**src/rtl/beam_coproc_pkg.sv**
```systemverilog
package beam_coproc_pkg;

  typedef enum logic [1:0] {
    ST_HALT   = 2'd0,
    ST_FETCH1 = 2'd1,
    ST_FETCH2 = 2'd2,
    ST_WAIT   = 2'd3
  } seq_state_e;

  // Masked beam position: top vertical bit always kept, the rest gated by enables.
  function automatic logic [14:0] masked_pos(input logic [7:0] v, input logic [8:0] h,
                                             input logic [15:0] en);
    masked_pos = {v[7], v[6:0] & en[14:8], h[8:2] & en[7:1]};
  endfunction

  // Beam reached the programmed point in w1, with enables and blitter flag in w2.
  function automatic logic beam_reached(input logic [7:0] bv, input logic [8:0] bh,
                                        input logic [15:0] w1, input logic [15:0] w2,
                                        input logic blit_done);
    logic [8:0] prog_h;
    prog_h = {w1[7:1], 2'b00};
    beam_reached = (masked_pos(bv, bh, w2) >= masked_pos(w1[15:8], prog_h, w2))
                   && (w2[15] || blit_done);
  endfunction

endpackage

```
**src/rtl/coproc_locs.sv**
```systemverilog
module coproc_locs #(
  parameter int ADDR_W = 18,
  parameter int N_LOC  = 2
) (
  input  logic                         clk,
  input  logic                         rst_n,
  input  logic [N_LOC-1:0]             loc_we,
  input  logic [ADDR_W-1:0]            loc_wdata,
  input  logic                         ctl_we,
  input  logic                         ctl_danger,
  output logic [N_LOC-1:0][ADDR_W-1:0] loc_o,
  output logic                         danger_o
);

  for (genvar gi = 0; gi < N_LOC; gi++) begin : g_loc
    logic [ADDR_W-1:0] q;
    always_ff @(posedge clk) begin
      if (!rst_n)          q <= '0;
      else if (loc_we[gi]) q <= loc_wdata;
    end
    assign loc_o[gi] = q;
  end

  always_ff @(posedge clk) begin
    if (!rst_n)      danger_o <= 1'b0;
    else if (ctl_we) danger_o <= ctl_danger;
  end

endmodule

```
**src/rtl/coproc_beam_cmp.sv**
```systemverilog
module coproc_beam_cmp
  import beam_coproc_pkg::*;
(
  input  logic [7:0]  beam_v,
  input  logic [8:0]  beam_h,
  input  logic [15:0] w1,
  input  logic [15:0] w2,
  input  logic        blit_done,
  output logic        hit
);
  assign hit = beam_reached(beam_v, beam_h, w1, w2, blit_done);
endmodule

```
**src/rtl/coproc_seq.sv**
```systemverilog
module coproc_seq
  import beam_coproc_pkg::*;
#(
  parameter int         ADDR_W     = 18,
  parameter logic [7:0] PROT_LIMIT = 8'h20,
  parameter logic [7:0] JMP1_WADDR = 8'h44,
  parameter logic [7:0] JMP2_WADDR = 8'h45
) (
  input  logic                  clk,
  input  logic                  rst_n,
  output logic                  mem_req,
  output logic [ADDR_W-1:0]     mem_addr,
  input  logic                  mem_gnt,
  input  logic [15:0]           mem_rdata,
  output logic                  reg_we,
  output logic [7:0]            reg_addr,
  output logic [15:0]           reg_wdata,
  input  logic [1:0][ADDR_W-1:0] loc,
  input  logic                  danger,
  input  logic                  vblank,
  input  logic [1:0]            jmp_strobe,
  input  logic                  blit_done,
  input  logic                  skip_hit,
  input  logic                  wait_hit,
  output logic [15:0]           ir1_o,
  output logic [15:0]           ir2_o
);

  localparam logic [ADDR_W-1:0] WORD_STEP  = ADDR_W'(2);
  localparam logic [ADDR_W-1:0] SKIP_STEP  = ADDR_W'(6);
  localparam logic [ADDR_W-1:0] ALIGN_MASK = ~ADDR_W'(1);

  seq_state_e        st;
  logic              slot;
  logic [ADDR_W-1:0] pc;
  logic [15:0]       ir1, ir2;

  // Named events
  wire take          = mem_req && mem_gnt;
  wire redirect      = vblank || jmp_strobe[0] || jmp_strobe[1];
  wire [ADDR_W-1:0] redirect_pc = ((vblank || jmp_strobe[0]) ? loc[0] : loc[1]) & ALIGN_MASK;
  wire is_move       = ~ir1[0];
  wire [7:0] mv_addr = ir1[8:1];
  wire mv_blocked    = (mv_addr < PROT_LIMIT) && !danger;
  wire mv_jump1      = (mv_addr == JMP1_WADDR);
  wire mv_jump2      = (mv_addr == JMP2_WADDR);
  wire is_wait       = ~mem_rdata[0];

  assign mem_req  = slot && (st == ST_FETCH1 || st == ST_FETCH2);
  assign mem_addr = pc;
  assign ir1_o    = ir1;
  assign ir2_o    = ir2;

  always_ff @(posedge clk) begin
    if (!rst_n) begin
      st        <= ST_HALT;
      slot      <= 1'b0;
      pc        <= '0;
      ir1       <= '0;
      ir2       <= '0;
      reg_we    <= 1'b0;
      reg_addr  <= '0;
      reg_wdata <= '0;
    end else begin
      slot   <= ~slot;
      reg_we <= 1'b0;
      if (redirect) begin
        pc <= redirect_pc;
        st <= ST_FETCH1;
      end else begin
        case (st)
          ST_FETCH1: if (take) begin
            ir1 <= mem_rdata;
            pc  <= pc + WORD_STEP;
            st  <= ST_FETCH2;
          end
          ST_FETCH2: if (take) begin
            if (is_move) begin
              if (mv_blocked) begin
                pc <= pc + WORD_STEP;
                st <= ST_HALT;
              end else begin
                reg_we    <= 1'b1;
                reg_addr  <= mv_addr;
                reg_wdata <= mem_rdata;
                st        <= ST_FETCH1;
                if (mv_jump1)      pc <= loc[0] & ALIGN_MASK;
                else if (mv_jump2) pc <= loc[1] & ALIGN_MASK;
                else               pc <= pc + WORD_STEP;
              end
            end else if (is_wait) begin
              ir2 <= mem_rdata;
              pc  <= pc + WORD_STEP;
              st  <= ST_WAIT;
            end else begin
              pc <= pc + (skip_hit ? SKIP_STEP : WORD_STEP);
              st <= ST_FETCH1;
            end
          end
          ST_WAIT: if (wait_hit) st <= ST_FETCH1;
          default: ;
        endcase
      end
    end
  end

  // Requests only on alternate cycles
  assert_req_alternate_R2: assert property (@(posedge clk) disable iff (!rst_n)
    mem_req |=> !mem_req);

  // Fetch address moves only on a grant or a reload
  assert_addr_stable_R2: assert property (@(posedge clk) disable iff (!rst_n)
    (!take && !redirect) |=> $stable(mem_addr));

  // Register write always follows a completed fetch
  assert_we_after_grant_R3: assert property (@(posedge clk) disable iff (!rst_n)
    reg_we |-> $past(take));

  // An unsatisfied wait keeps the bus quiet
  assert_wait_quiet_R4: assert property (@(posedge clk) disable iff (!rst_n)
    (st == ST_WAIT && !wait_hit && !redirect) |=> (st == ST_WAIT && !mem_req));

  // Blitter gating holds a wait
  assert_wait_blit_R6: assert property (@(posedge clk) disable iff (!rst_n)
    (st == ST_WAIT && !ir2[15] && !blit_done && !redirect) |=> (st == ST_WAIT));

  // Reload restarts fetching at the aligned location
  assert_reload_R8: assert property (@(posedge clk) disable iff (!rst_n)
    redirect |=> (st == ST_FETCH1 && mem_addr == $past(redirect_pc)));

  // Protected writes need the danger bit
  assert_protect_R10: assert property (@(posedge clk) disable iff (!rst_n)
    reg_we |-> (reg_addr >= PROT_LIMIT || $past(danger)));

endmodule

```
**src/rtl/beam_coproc.sv**
```systemverilog
module beam_coproc #(
  parameter int         ADDR_W     = 18,
  parameter logic [7:0] PROT_LIMIT = 8'h20,
  parameter logic [7:0] JMP1_WADDR = 8'h44,
  parameter logic [7:0] JMP2_WADDR = 8'h45
) (
  input  logic              clk,
  input  logic              rst_n,
  output logic              mem_req,
  output logic [ADDR_W-1:0] mem_addr,
  input  logic              mem_gnt,
  input  logic [15:0]       mem_rdata,
  output logic              reg_we,
  output logic [7:0]        reg_addr,
  output logic [15:0]       reg_wdata,
  input  logic [7:0]        beam_v,
  input  logic [8:0]        beam_h,
  input  logic              blit_done,
  input  logic              vblank,
  input  logic [1:0]        loc_we,
  input  logic [ADDR_W-1:0] loc_wdata,
  input  logic [1:0]        jmp_strobe,
  input  logic              ctl_we,
  input  logic              ctl_danger
);

  localparam int N_LOC = 2;

  logic [N_LOC-1:0][ADDR_W-1:0] loc;
  logic                         danger;
  logic [15:0]                  ir1, ir2;
  logic                         skip_hit, wait_hit;

  coproc_locs #(.ADDR_W(ADDR_W), .N_LOC(N_LOC)) u_locs (
    .clk(clk), .rst_n(rst_n), .loc_we(loc_we), .loc_wdata(loc_wdata),
    .ctl_we(ctl_we), .ctl_danger(ctl_danger), .loc_o(loc), .danger_o(danger)
  );

  // Skip decides on the word arriving now; wait re-checks the held word
  coproc_beam_cmp u_cmp_skip (
    .beam_v(beam_v), .beam_h(beam_h), .w1(ir1), .w2(mem_rdata),
    .blit_done(blit_done), .hit(skip_hit)
  );

  coproc_beam_cmp u_cmp_wait (
    .beam_v(beam_v), .beam_h(beam_h), .w1(ir1), .w2(ir2),
    .blit_done(blit_done), .hit(wait_hit)
  );

  coproc_seq #(
    .ADDR_W(ADDR_W), .PROT_LIMIT(PROT_LIMIT),
    .JMP1_WADDR(JMP1_WADDR), .JMP2_WADDR(JMP2_WADDR)
  ) u_seq (
    .clk(clk), .rst_n(rst_n), .mem_req(mem_req), .mem_addr(mem_addr),
    .mem_gnt(mem_gnt), .mem_rdata(mem_rdata), .reg_we(reg_we),
    .reg_addr(reg_addr), .reg_wdata(reg_wdata), .loc(loc), .danger(danger),
    .vblank(vblank), .jmp_strobe(jmp_strobe), .blit_done(blit_done),
    .skip_hit(skip_hit), .wait_hit(wait_hit), .ir1_o(ir1), .ir2_o(ir2)
  );

  // Halted after reset until a reload arrives
  assert_idle_after_reset_R1: assert property (@(posedge clk) disable iff (!rst_n)
    ($past(!rst_n) && !vblank && jmp_strobe == 2'b00) |=> !mem_req);

endmodule

```
**config.mk**
```make
export PLATFORM = sky130hd
export DESIGN_NAME = beam_coproc
export DESIGN_NICKNAME = d
export VERILOG_FILES = /design/src/rtl/beam_coproc_pkg.sv /design/src/rtl/coproc_locs.sv /design/src/rtl/coproc_beam_cmp.sv /design/src/rtl/coproc_seq.sv /design/src/rtl/beam_coproc.sv
export SDC_FILE = /design/constraint.sdc
export NUM_CORES = 1
export LEC_CHECK = 0
export BUFFER_PORTS_ARGS = -buffer_cell sky130_fd_sc_hd__buf_2
export CORE_ASPECT_RATIO = 1.75
export CORE_MARGIN = 4
export CORE_UTILIZATION = 58
export CTS_BUF_LIST = sky130_fd_sc_hd__clkbuf_8
export DETAILED_ROUTE_END_ITERATION = 10
export GPL_TIMING_DRIVEN = 0
export PLACE_DENSITY_LB_ADDON = 0.3
export SLEW_MARGIN = 20
export SYNTH_ARGS = -nofsm -noshare
export SYNTH_HDL_FRONTEND = slang
export SYNTH_SLANG_ARGS = --single-unit
```
**constraint.sdc**
```tcl
create_clock -name clk -period 5.2 [get_ports clk]
set_input_delay 0 -clock clk [delete_from_list [all_inputs] [get_ports clk]]
set_output_delay 0 -clock clk [all_outputs]
set_load 0.1 [all_outputs]
```
Word level (Yosys, flattened, before mapping)
Index checks and enable logic that the tools add are counted.
- output and inout bits: 44
- bits of input ports: 62
- bits in registers: 114
- order comparisons: 3
- add/sub/neg operators: 2
- reduce and logical (&&, ||, !) cells: 24
- mux-type cells: 20
- bitwise operators: 16
- equal/unequal tests: 11
- operators with widths (operator ; count):
    $mux 18 ; 9
    $and 7x7->7 ; 8
    $pmux 18 s2 ; 1
    $ge 15x15->1 ; 2
    $add 18x18->18 ; 1
    $add 18x2->18 const B ; 1
    $eq 8x7->1 const B ; 2
    $mux 2 ; 5
    $reduce_and 5->1 ; 2
    $reduce_and 3->1 ; 3
    $lt 8x6->1 const B ; 1
    $not 1->1 ; 8
    $reduce_and 4->1 ; 2
    $ne 3x1->1 const B ; 2
    $pmux 2 s3 ; 1
    $reduce_bool 3->1 ; 2
    $logic_and 1x1->1 ; 5
    $logic_or 1x1->1 ; 5
    $reduce_or 5->1 ; 1
    $eq 2x2->1 const B ; 2
    $ne 2x1->1 const B ; 2
    $reduce_bool 4->1 ; 1
    $mux 1 ; 3
    $mux 3 ; 1
    other kinds (6) ; 6

Logic depth before layout (Yosys ltp)
Gate-level depths: netlist (run 1).
- depth after elaboration: 10
- mapped depth: 18
- gate-level depth less buffers: 15

Modules after synthesis
Synthesis (run 1) repeated with hierarchy kept, for this count alone.
- cell total of the unflattened synthesis: 829
- area, all modules: 6989.2 um^2
- by module, submodules not included (module ; instances ; cells an instance ; area an instance (um^2)):
    coproc_seq ; 1 ; 575 ; 4639.4
    coproc_locs ; 1 ; 118 ; 1416.4
    coproc_beam_cmp ; 2 ; 68 ; 466.7

Least setup slack after synthesis (run 1)
Ideal clock, no wire load.
- kind: register -> register
- start: reg u_seq.ir1[1], in the netlist u_seq.ir1_o[1]
- end: reg u_seq.pc[13], in the netlist u_seq.mem_addr[13]
- setup slack: 1.398 ns
- cell stages (with the launch flop): 19
- data arrival time: 3.673 ns
- required time: 5.070 ns
- cell sequence: dfxtp_1 -> clkbuf_1 -> buf_2 -> buf_2 -> and2_1 -> ha_1 -> nand2b_1 -> a21o_1 -> a21o_1 -> a21oi_1 -> o21ai_0 -> a41o_1 -> fa_1 -> nand3_1 -> or3_1 -> nor2_1 -> xor2_1 -> a2111oi_0 -> a21oi_1
- cells in the longest elaborated chain, start to end: 10
- elaborated cells between the ends (all ways): 17
- those cells by class: add/sub: 1; order compare: 2; eq/ne: 2; mux: 9; bitwise: 1; reduce/logical: 2
- ends and longest elaborated chain (what ; line ; source):
    start, declared ; coproc_seq.sv:36 ; logic [15:0] ir1, ir2;
    start signal, assigned ; coproc_seq.sv:73 ; ir1 <= mem_rdata;
    $and 7x7->7 ; beam_coproc_pkg.sv:13 ; masked_pos = {v[7], v[6:0] & en[14:8], h[8:2] & en[7:1]};
    $ge 15x15->1 ; beam_coproc_pkg.sv:22 ; beam_reached = (masked_pos(bv, bh, w2) >= masked_pos(w1[15:8], prog_h, w2))
    $logic_and 1x1->1 ; beam_coproc_pkg.sv:23 ; && (w2[15] || blit_done);
    $mux 3 ; coproc_seq.sv:96 ; pc <= pc + (skip_hit ? SKIP_STEP : WORD_STEP);
    $add 18x18->18 ; coproc_seq.sv:96 ;
    $mux 18 ; coproc_seq.sv:91 ; end else if (is_wait) begin
    $mux 18 (*) ; coproc_seq.sv:78 ; if (is_move) begin
    $mux 18 (*) ; coproc_seq.sv:77 ; ST_FETCH2: if (take) begin
    $pmux 18 s2 (*) ; coproc_seq.sv:71 ; case (st)
    $mux 18 (*) ; coproc_seq.sv:67 ; if (redirect) begin
    end signal, assigned ; coproc_seq.sv:68 ; pc <= redirect_pc;
    end signal, assigned ; coproc_seq.sv:74 ; pc <= pc + WORD_STEP;
    end signal, assigned ; coproc_seq.sv:80 ; pc <= pc + WORD_STEP;
    end, declared ; coproc_seq.sv:35 ; logic [ADDR_W-1:0] pc;
Every way passes the cells marked *; elsewhere a longest branch is shown, timed or not. The select of a mux whose other input is x is not followed.
A chain may end at the register's enable or synchronous reset.

Final worst setup path (run 1)
Same ends and word-level chain as after synthesis.

==> flow_summary_export.csv, run 1 <==
group,metric,value,unit
logic_synthesis,synth.net_count,888,
drt,drt-vias-per-instance,5.98,
sta,setup_tns,0,ps
logic_synthesis,synth-seq-cells,112,
logic_synthesis,yosysSeqAreaShare,35.0,%
sta,rsz0062_at_grt,"no",
setup_path,worstSetupEndpointType,"flop",
clocking,cts_resized,0,
clocking,cts_tree,"done",
global_route,grt_pass1_vias,6316,
drt,drt_iter0_markers,348,
clocking,clock-root-buffer,"clkbuf_8",
sta,fin_crit_sh,90.7,%
cells_and_area,register_area,2240,um2
clocking,clk_latency,390,ps
power_and_ir_drop,power.density,227,nW/um2
power_and_ir_drop,combPwrFrac,18.1,%
setup_path,rr_startpoint,"u_seq.ir1_o[1]",
logic_synthesis,postSynthAreaPerCell,8.12,um2
power_and_ir_drop,vdd.ir_drop.worst,183,uV
cells_and_area,antenna_cells,0,
place,place.gp.congestion,0.959,
power_and_ir_drop,power.total,0.00172,W
logic_synthesis,yosys_warnings,0,
logic_synthesis,ys_types,64,
floorplan,core_area,10800,um2
place,place_area,7070,um2
setup_path,cp_data_required_time,5470,ps
floorplan,die_w,87.5,um
logic_synthesis,syn-cell-area,6410,um2
sta,max_freq,0.212,GHz
cells_and_area,fill_cells,935,
global_route,antenna_found_initial,0,
clocking,clk_path_buf_depth,2,
sta,hold_viol,0,
cells_and_area,multi_input_area,3930,um2
logic_synthesis,synthArstFlopShare,0,%
drt,wl,19800,um
global_route,overflow,0,
cells_and_area,drive_gt1_share,15.3,%
drt,drt_pass1_iterations,5,
floorplan,num_io_pins,106,
cells_and_area,final_area,7600,um2
sta,maxSlewViolCount,0,
power_and_ir_drop,leakagePower,3.07,nW
place,port_buffers,99,
drt,antenna_left,0,
hold_path,hp-class,"in -> reg",
floorplan,initial_core_util,59.6,%
setup_path,worstSetupPathType,"reg -> reg",
logic_synthesis,synth_edf_count,0,
setup_path,critPathCapture,"u_seq.mem_addr[13]",
floorplan,dieArea,12900,um2
drt,num_vias,6402,
clocking,cts_buffers,9,
global_route,grt_max_degree,20,
setup_path,rr_endpoint,"u_seq.mem_addr[13]",
place,dp_cells,1019,
logic_synthesis,ys.flop_type,"dfxtp_1",
power_and_ir_drop,switching_share,31.9,%
setup_path,reg2reg_depth,18,
setup_path,startpoint,"u_seq.ir1_o[1]",
sta,skew,8.27,ps
power_and_ir_drop,internal_power,0.00117,W
clocking,numClockSinks,112,
clocking,cts_setup_buffers,0,
sta,setup_viol,0,
clocking,clk_pin_slew,100,ps
setup_path,worstSetupStartpointType,"flop",
sta,worstMarginPinSlew,676,ps
run_status,status,"complete, no violations",
global_route,grt_pass1_wl,31100,um
power_and_ir_drop,power_frac_seq,53.0,%
cells_and_area,stdcell_count,1070,
sta,period_needed,4710,ps
place,dp_hpwl,14600,um
setup_path,r2r_slack,490,ps
power_and_ir_drop,power_switching,0.000549,W
cells_and_area,layout.nets,1033,
global_route,grt_usage,31.0,%
flow_run,maxCapViolCount,0,
sta,max-slew-margin-rel,54.9,%
logic_synthesis,syn_inst,790,
setup_path,path_max_fanout,10,
floorplan,die_h,147,um
cells_and_area,areaGrowthSynthToFinish,18.5,%
floorplan,rows,50,
drt,wire_per_inst,18.5,um
clocking,htree_levels,3,
setup_path,cp.arrival,4980,ps
drt,drc,0,
power_and_ir_drop,p_clk_share,28.9,%
[Yosys cell counts (2+ instances only)]
cell | n | share of area [%]
nand2b_1 | 4 | 0.39
nor4_1 | 4 | 0.39
nor3_2 | 2 | 0.31
nor3_1 | 13 | 1.0
a211oi_1 | 3 | 0.35
o211ai_1 | 6 | 0.70
and2_1 | 30 | 2.9
mux2i_1 | 67 | 10
nor2b_1 | 9 | 0.88
nand2_1 | 123 | 7.2
and4_1 | 3 | 0.41
xnor2_1 | 9 | 1.2
o22ai_1 | 8 | 0.78
a2bb2oi_1 | 2 | 0.27
ha_1 | 35 | 6.8
o21ai_0 | 19 | 1.5
dfxtp_1 | 112 | 35
clkbuf_1 | 29 | 1.7
buf_2 | 15 | 1.2
a221oi_1 | 3 | 0.41
buf_4 | 2 | 0.23
or3_1 | 6 | 0.59
nand3_1 | 37 | 2.9
a31oi_1 | 5 | 0.49
o21ai_1 | 3 | 0.23
inv_1 | 6 | 0.35
buf_1 | 2 | 0.12
a21o_1 | 9 | 1.1
o21a_1 | 2 | 0.23
a2111oi_0 | 2 | 0.27
nand4_1 | 9 | 0.88
nor2_1 | 77 | 4.5
nor2_4 | 2 | 0.35
o221ai_1 | 12 | 1.6
a21oi_1 | 78 | 6.1
and3_1 | 7 | 0.68
xor2_1 | 7 | 0.96
a211o_1 | 2 | 0.27
[worst min path at each step]
stage                 start            endpoint  cells past startpoint  slack, ps
6_report              rst_n   u_seq.mem_addr[9]                      3         50
5_1_grt               rst_n   u_seq.mem_addr[9]                      3         60
4_1_cts               rst_n   u_seq.mem_addr[9]                      3         20
3_5_place_dp     ctl_danger     u_locs.danger_o                      3        250
3_3_place_gp     ctl_danger     u_locs.danger_o                      3        240
2_1_floorplan  mem_rdata[0]  u_seq.reg_wdata[0]                      2        140
[power by group through the flow]
stage | clock (W) | sequential [W] | combinational [W]
global route | 0.000539 | 0.000916 | 0.000336
CTS | 0.000506 | 0.000912 | 0.000307
detailed placement | 0 | 0.000932 | 0.000285
global placement | 0 | 0.000931 | 0.000282
floorplan | 0 | 0.000977 | 0.000144
finish | 0.000498 | 0.000913 | 0.000312
[cells by family after synthesis]
family                   count (synthesis)  share of synthesized area (%)
adder cells (fa/ha/maj)                 36                           7.14
AO/OA/AOI/OAI                          168                           16.5
multiplexers                            69                           10.8
AND/OR/NAND/NOR                        333                           24.6
buffers and inverters                   56                           3.80
flip-flops                             112                           35.0
XOR/XNOR                                16                           2.19
[worst max-delay path, stage by stage (launching register included)]
cell and delay (ps):
dfxtp_1 320, clkbuf_1 280, buf_2 370, buf_2 370, and2_1 190, ha_1 220
nand2b_1 140, a21o_1 180, a21o_1 180, a21oi_1 140, o21ai_0 170, a41o_1 330
fa_1 440, nand3_1 260, or3_1 230, nor2_1 70, xor2_1 140, a2111oi_0 430
a21oi_1 130
[placed cells by master, fill, tap and decap left out, types with 12 or more instances in the layout]
master | Yosys | routed
nor2_1 | 77 | 77
mux2i_1 | 67 | 67
dlygate4sd3_1 | 0 | 35
nand2_1 | 123 | 123
ha_1 | 35 | 35
and2_1 | 30 | 30
buf_2 | 15 | 114
nand3_1 | 37 | 37
o21ai_0 | 19 | 19
a21oi_1 | 78 | 78
o221ai_1 | 12 | 12
nor3_1 | 13 | 13
clkbuf_1 | 29 | 29
dfxtp_1 | 112 | 112
[flip-flops by register name, indices dropped and copies added, names as in the netlist, named ones only]
name             count
u_locs.danger_o      1
u_locs.g_loc.q      34
u_seq.slot           1
u_seq.st             2
u_seq.reg_we         1
u_seq.ir1_o         16
u_seq.reg_wdata     16
u_seq.mem_addr      17
u_seq.reg_addr       8
u_seq.ir2_o         15
[layer usage]
metal  global-route usage, %  wire, um  up-vias  share of wire (%)
met5                       0         0        -                  0
li1                        -         -     3084                  -
met3                    4.88      1070       68                5.4
met2                    56.5     10500      234                 53
met4                    20.8      1280        0                6.5
met1                    31.0      6970     3016                 35
[stage by stage]
stage	setup WS (ps)	utilization, %	hold WS [ps]
floorplan	1400	-	136
global placement	567	65.7	245
detailed placement	539	65.7	252
CTS	510	70.6	18.0
global route	282	70.6	61.1
finish	486	70.6	47.7
[cell type report]
cell class,instances,area share [%]
Clock inverter,7,0.708
Clock buffer,9,1.63
Sequential cell,112,29.5
Multi-Input combinational cell,622,51.7
Tap cell,130,2.14
Timing Repair Buffer,134,11.1
Inverter,7,0.346
Buffer,49,2.86
[timing repair]
item,CTS,global route
endpoints found under the hold margin,82,0
hold buffers,35,0
setup endpoints to repair,0,0
(Power assumes the default switching activity.)
==> run 2: changes to the inputs <==
CORE_UTILIZATION = 57   (was 58)
CTS_BUF_LIST = not set   (was sky130_fd_sc_hd__clkbuf_8)
==> run 2 against run 1 <==
Effect of this change: sequential cell count did not move; hold slack improved by 12 ps; die area grew 1.6%; final area grew 1.8%; clock power up 47%; sequential share of layout area is 0.53 points lower; via count is 0.64% higher; non-clock buffer count stayed put; largest power group unchanged; highest routed layer unchanged.
==> flow_summary_export.csv, run 2 (synthesis gave the netlist of run 1 again) <==
group,metric,value,unit
run_status,status,"complete, no violations",
clocking,numClockSinks,112,
power_and_ir_drop,switching_share,29.0,%
setup_path,worstSetupPathType,"reg -> reg",
floorplan,core_area,11100,um2
sta,max-slew-margin-rel,54.7,%
clocking,cts_buffers,9,
setup_path,rr_endpoint,"u_seq.mem_addr[13]",
place,port_buffers,99,
cells_and_area,most-common-layout-cells,"123 x nand2_1, 114 x buf_2, 112 x dfxtp_1",
setup_path,cp_slowest_stage_delay,430,ps
drt,wire_per_inst,18.2,um
setup_path,cp_slowest_cell,"fa_1",
power_and_ir_drop,internal_power,0.00139,W
hold_path,hold_start,"rst_n",
setup_path,cp.arrival,4850,ps
cells_and_area,antenna_cells,0,
setup_path,crit_family,"compound AO/OA/AOI/OAI gates",
sta,maxSlewViolCount,0,
cells_and_area,drive_gt1_share,15.4,%
power_and_ir_drop,combPwrFrac,15.8,%
clocking,clock-root-buffer,"clkbuf_16",
floorplan,num_io_pins,106,
sta,worstMarginPinSlew,679,ps
sta,setup_viol,0,
clocking,clk_path_buf_depth,2,
flow_run,maxCapViolCount,0,
setup_path,crit_buf_inv,3,
global_route,grt_pass1_vias,6332,
clocking,clk_latency,360,ps
floorplan,die_h,148,um
sta,period_needed,4620,ps
sta,hold_viol,0,
cells_and_area,layout.nets,1033,
drt,antenna_left,0,
sta,max_freq,0.217,GHz
cells_and_area,largest_reg_flops,34,
setup_path,reg2reg_depth,18,
clocking,htree_levels,3,
global_route,grt_usage,30.4,%
floorplan,die_w,88.2,um
global_route,grt_pass1_wl,31100,um
hold_path,whs_path_depth,3,
setup_path,path_cells,"clkbuf_1, buf_2, buf_2, and2_1, ha_1, nand2b_1, a21o_1, a21o_1, a21oi_1, o21ai_0, a41o_1, fa_1, nand3_1, or3_1, nor2_1, xor2_1, a2111oi_0, a21oi_1",
power_and_ir_drop,power_frac_seq,46.7,%
sta,setup_tns,0,ps
sta,skew,11.3,ps
cells_and_area,layout_commonest_cell,"nand2_1",
setup_path,path_max_fanout,10,
floorplan,initial_core_util,57.8,%
drt,wl,19500,um
drt,drc,0,
drt,drt_pass1_iterations,5,
drt,num_vias,6443,
hold_path,hp-class,"in -> reg",
cells_and_area,areaGrowthSynthToFinish,20.7,%
cells_and_area,stdcell_count,1072,
hold_path,min_to,"u_seq.mem_addr[9]",
power_and_ir_drop,power_switching,0.000567,W
setup_path,worstSetupEndpointType,"flop",
sta,rsz0062_at_grt,"no",
clocking,clk_pin_slew,70,ps
setup_path,cp_data_required_time,5430,ps
power_and_ir_drop,p_clk_share,37.4,%
place,dp_cells,1021,
drt,drt-vias-per-instance,6.01,
setup_path,worstSetupStartpointType,"flop",
power_and_ir_drop,leakagePower,3.13,nW
global_route,overflow,0,
global_route,antenna_found_initial,0,
sta,fin_crit_sh,88.8,%
power_and_ir_drop,vdd.ir_drop.worst,248,uV
global_route,grt_max_degree,20,
floorplan,rows,51,
place,dp_hpwl,14500,um
clocking,cts_tree,"done",
floorplan,dieArea,13100,um2
setup_path,rr_startpoint,"u_seq.ir1_o[1]",
place,place.gp.congestion,0.958,
clocking,cts_resized,0,
setup_path,r2r_slack,580,ps
power_and_ir_drop,power.density,253,nW/um2
drt,drt_iter0_markers,358,
cells_and_area,top_register,"u_locs.g_loc.q",
==> run 2: cell types whose count changed in the layout (fill, tap and decap cells not counted), sizes merged <==
cell / previous run / this run
clkinv: 1 / 2
bufinv: 0 / 1
inv: 12 / 9
clkbuf: 38 / 39
==> run 2: cell type report <==
class,instances,area [um2]
fill,942,3360
clock inverter,6,75.1
inverter,7,26.3
sequential,112,2240
tap,132,165
multi-input combinational,622,3930
timing repair buffer,134,846
clock buffer,10,239
buffer,49,218
==> run 2: stage by stage <==
step	total power (W)	hold WS [ps]	worst slack, ps	cell area (um2)	util [%]
floorplan	0.00112	136	1400	6410	-
global placement	0.00121	241	636	7070	63.7
detailed placement	0.00122	261	641	7070	63.7
CTS	0.00196	63.1	606	7740	69.7
global route	0.00203	113	346	7740	69.7
finish	0.00195	60.0	581	7740	69.7
==> run 2: how the worst max path moves through the flow <==
stage,to,cells after the start,slack [ps],startpoint
4_1_cts,u_seq.mem_addr[10],18,610,u_seq.ir1_o[1]
3_5_place_dp,u_seq.mem_addr[10],18,640,u_seq.ir1_o[1]
2_1_floorplan,u_seq.mem_addr[13],18,1400,u_seq.ir1_o[1]
3_3_place_gp,u_seq.mem_addr[10],18,640,u_seq.ir1_o[1]
5_1_grt,u_seq.mem_addr[13],18,350,u_seq.ir1_o[1]
6_report,u_seq.mem_addr[13],18,580,u_seq.ir1_o[1]
==> run 2: power groups by stage <==
| stage | clock (W) | sequential, W | combinational, W |
|---|---|---|---|
| after floorplan | 0 | 0.000977 | 0.000144 |
| after global placement | 0 | 0.000932 | 0.000282 |
| after detailed placement | 0 | 0.000932 | 0.000284 |
| after CTS | 0.000742 | 0.000912 | 0.000306 |
| after global routing | 0.000779 | 0.000916 | 0.000334 |
| final | 0.000732 | 0.000913 | 0.000310 |
==> run 2: layer usage <==
metal  wire length (um)  vias up  global-route usage (%)
li1                   -     3105                       -
met1               6910     3016                    31.8
met2              10200      247                    54.8
met3                942       75                    3.94
met4               1430        0                    19.7
met5                  0        -                       0
==> run 2: timing repair <==
| item | in CTS | in global routing |
|---|---|---|
| buffers inserted | 0 | 0 |
| hold endpoints to repair | 82 | 0 |
| hold buffers | 35 | 0 |
==> run 2: worst register-to-register path: stages, from the launching register on <==
cell and delay, ps:
dfxtp_1 320, clkbuf_1 260, buf_2 370, buf_2 370, and2_1 190, ha_1 220, nand2b_1 140, a21o_1 180
a21o_1 180, a21oi_1 150, o21ai_0 160, a41o_1 330, fa_1 430, nand3_1 270, or3_1 230, nor2_1 70
xor2_1 140, a2111oi_0 400, a21oi_1 120
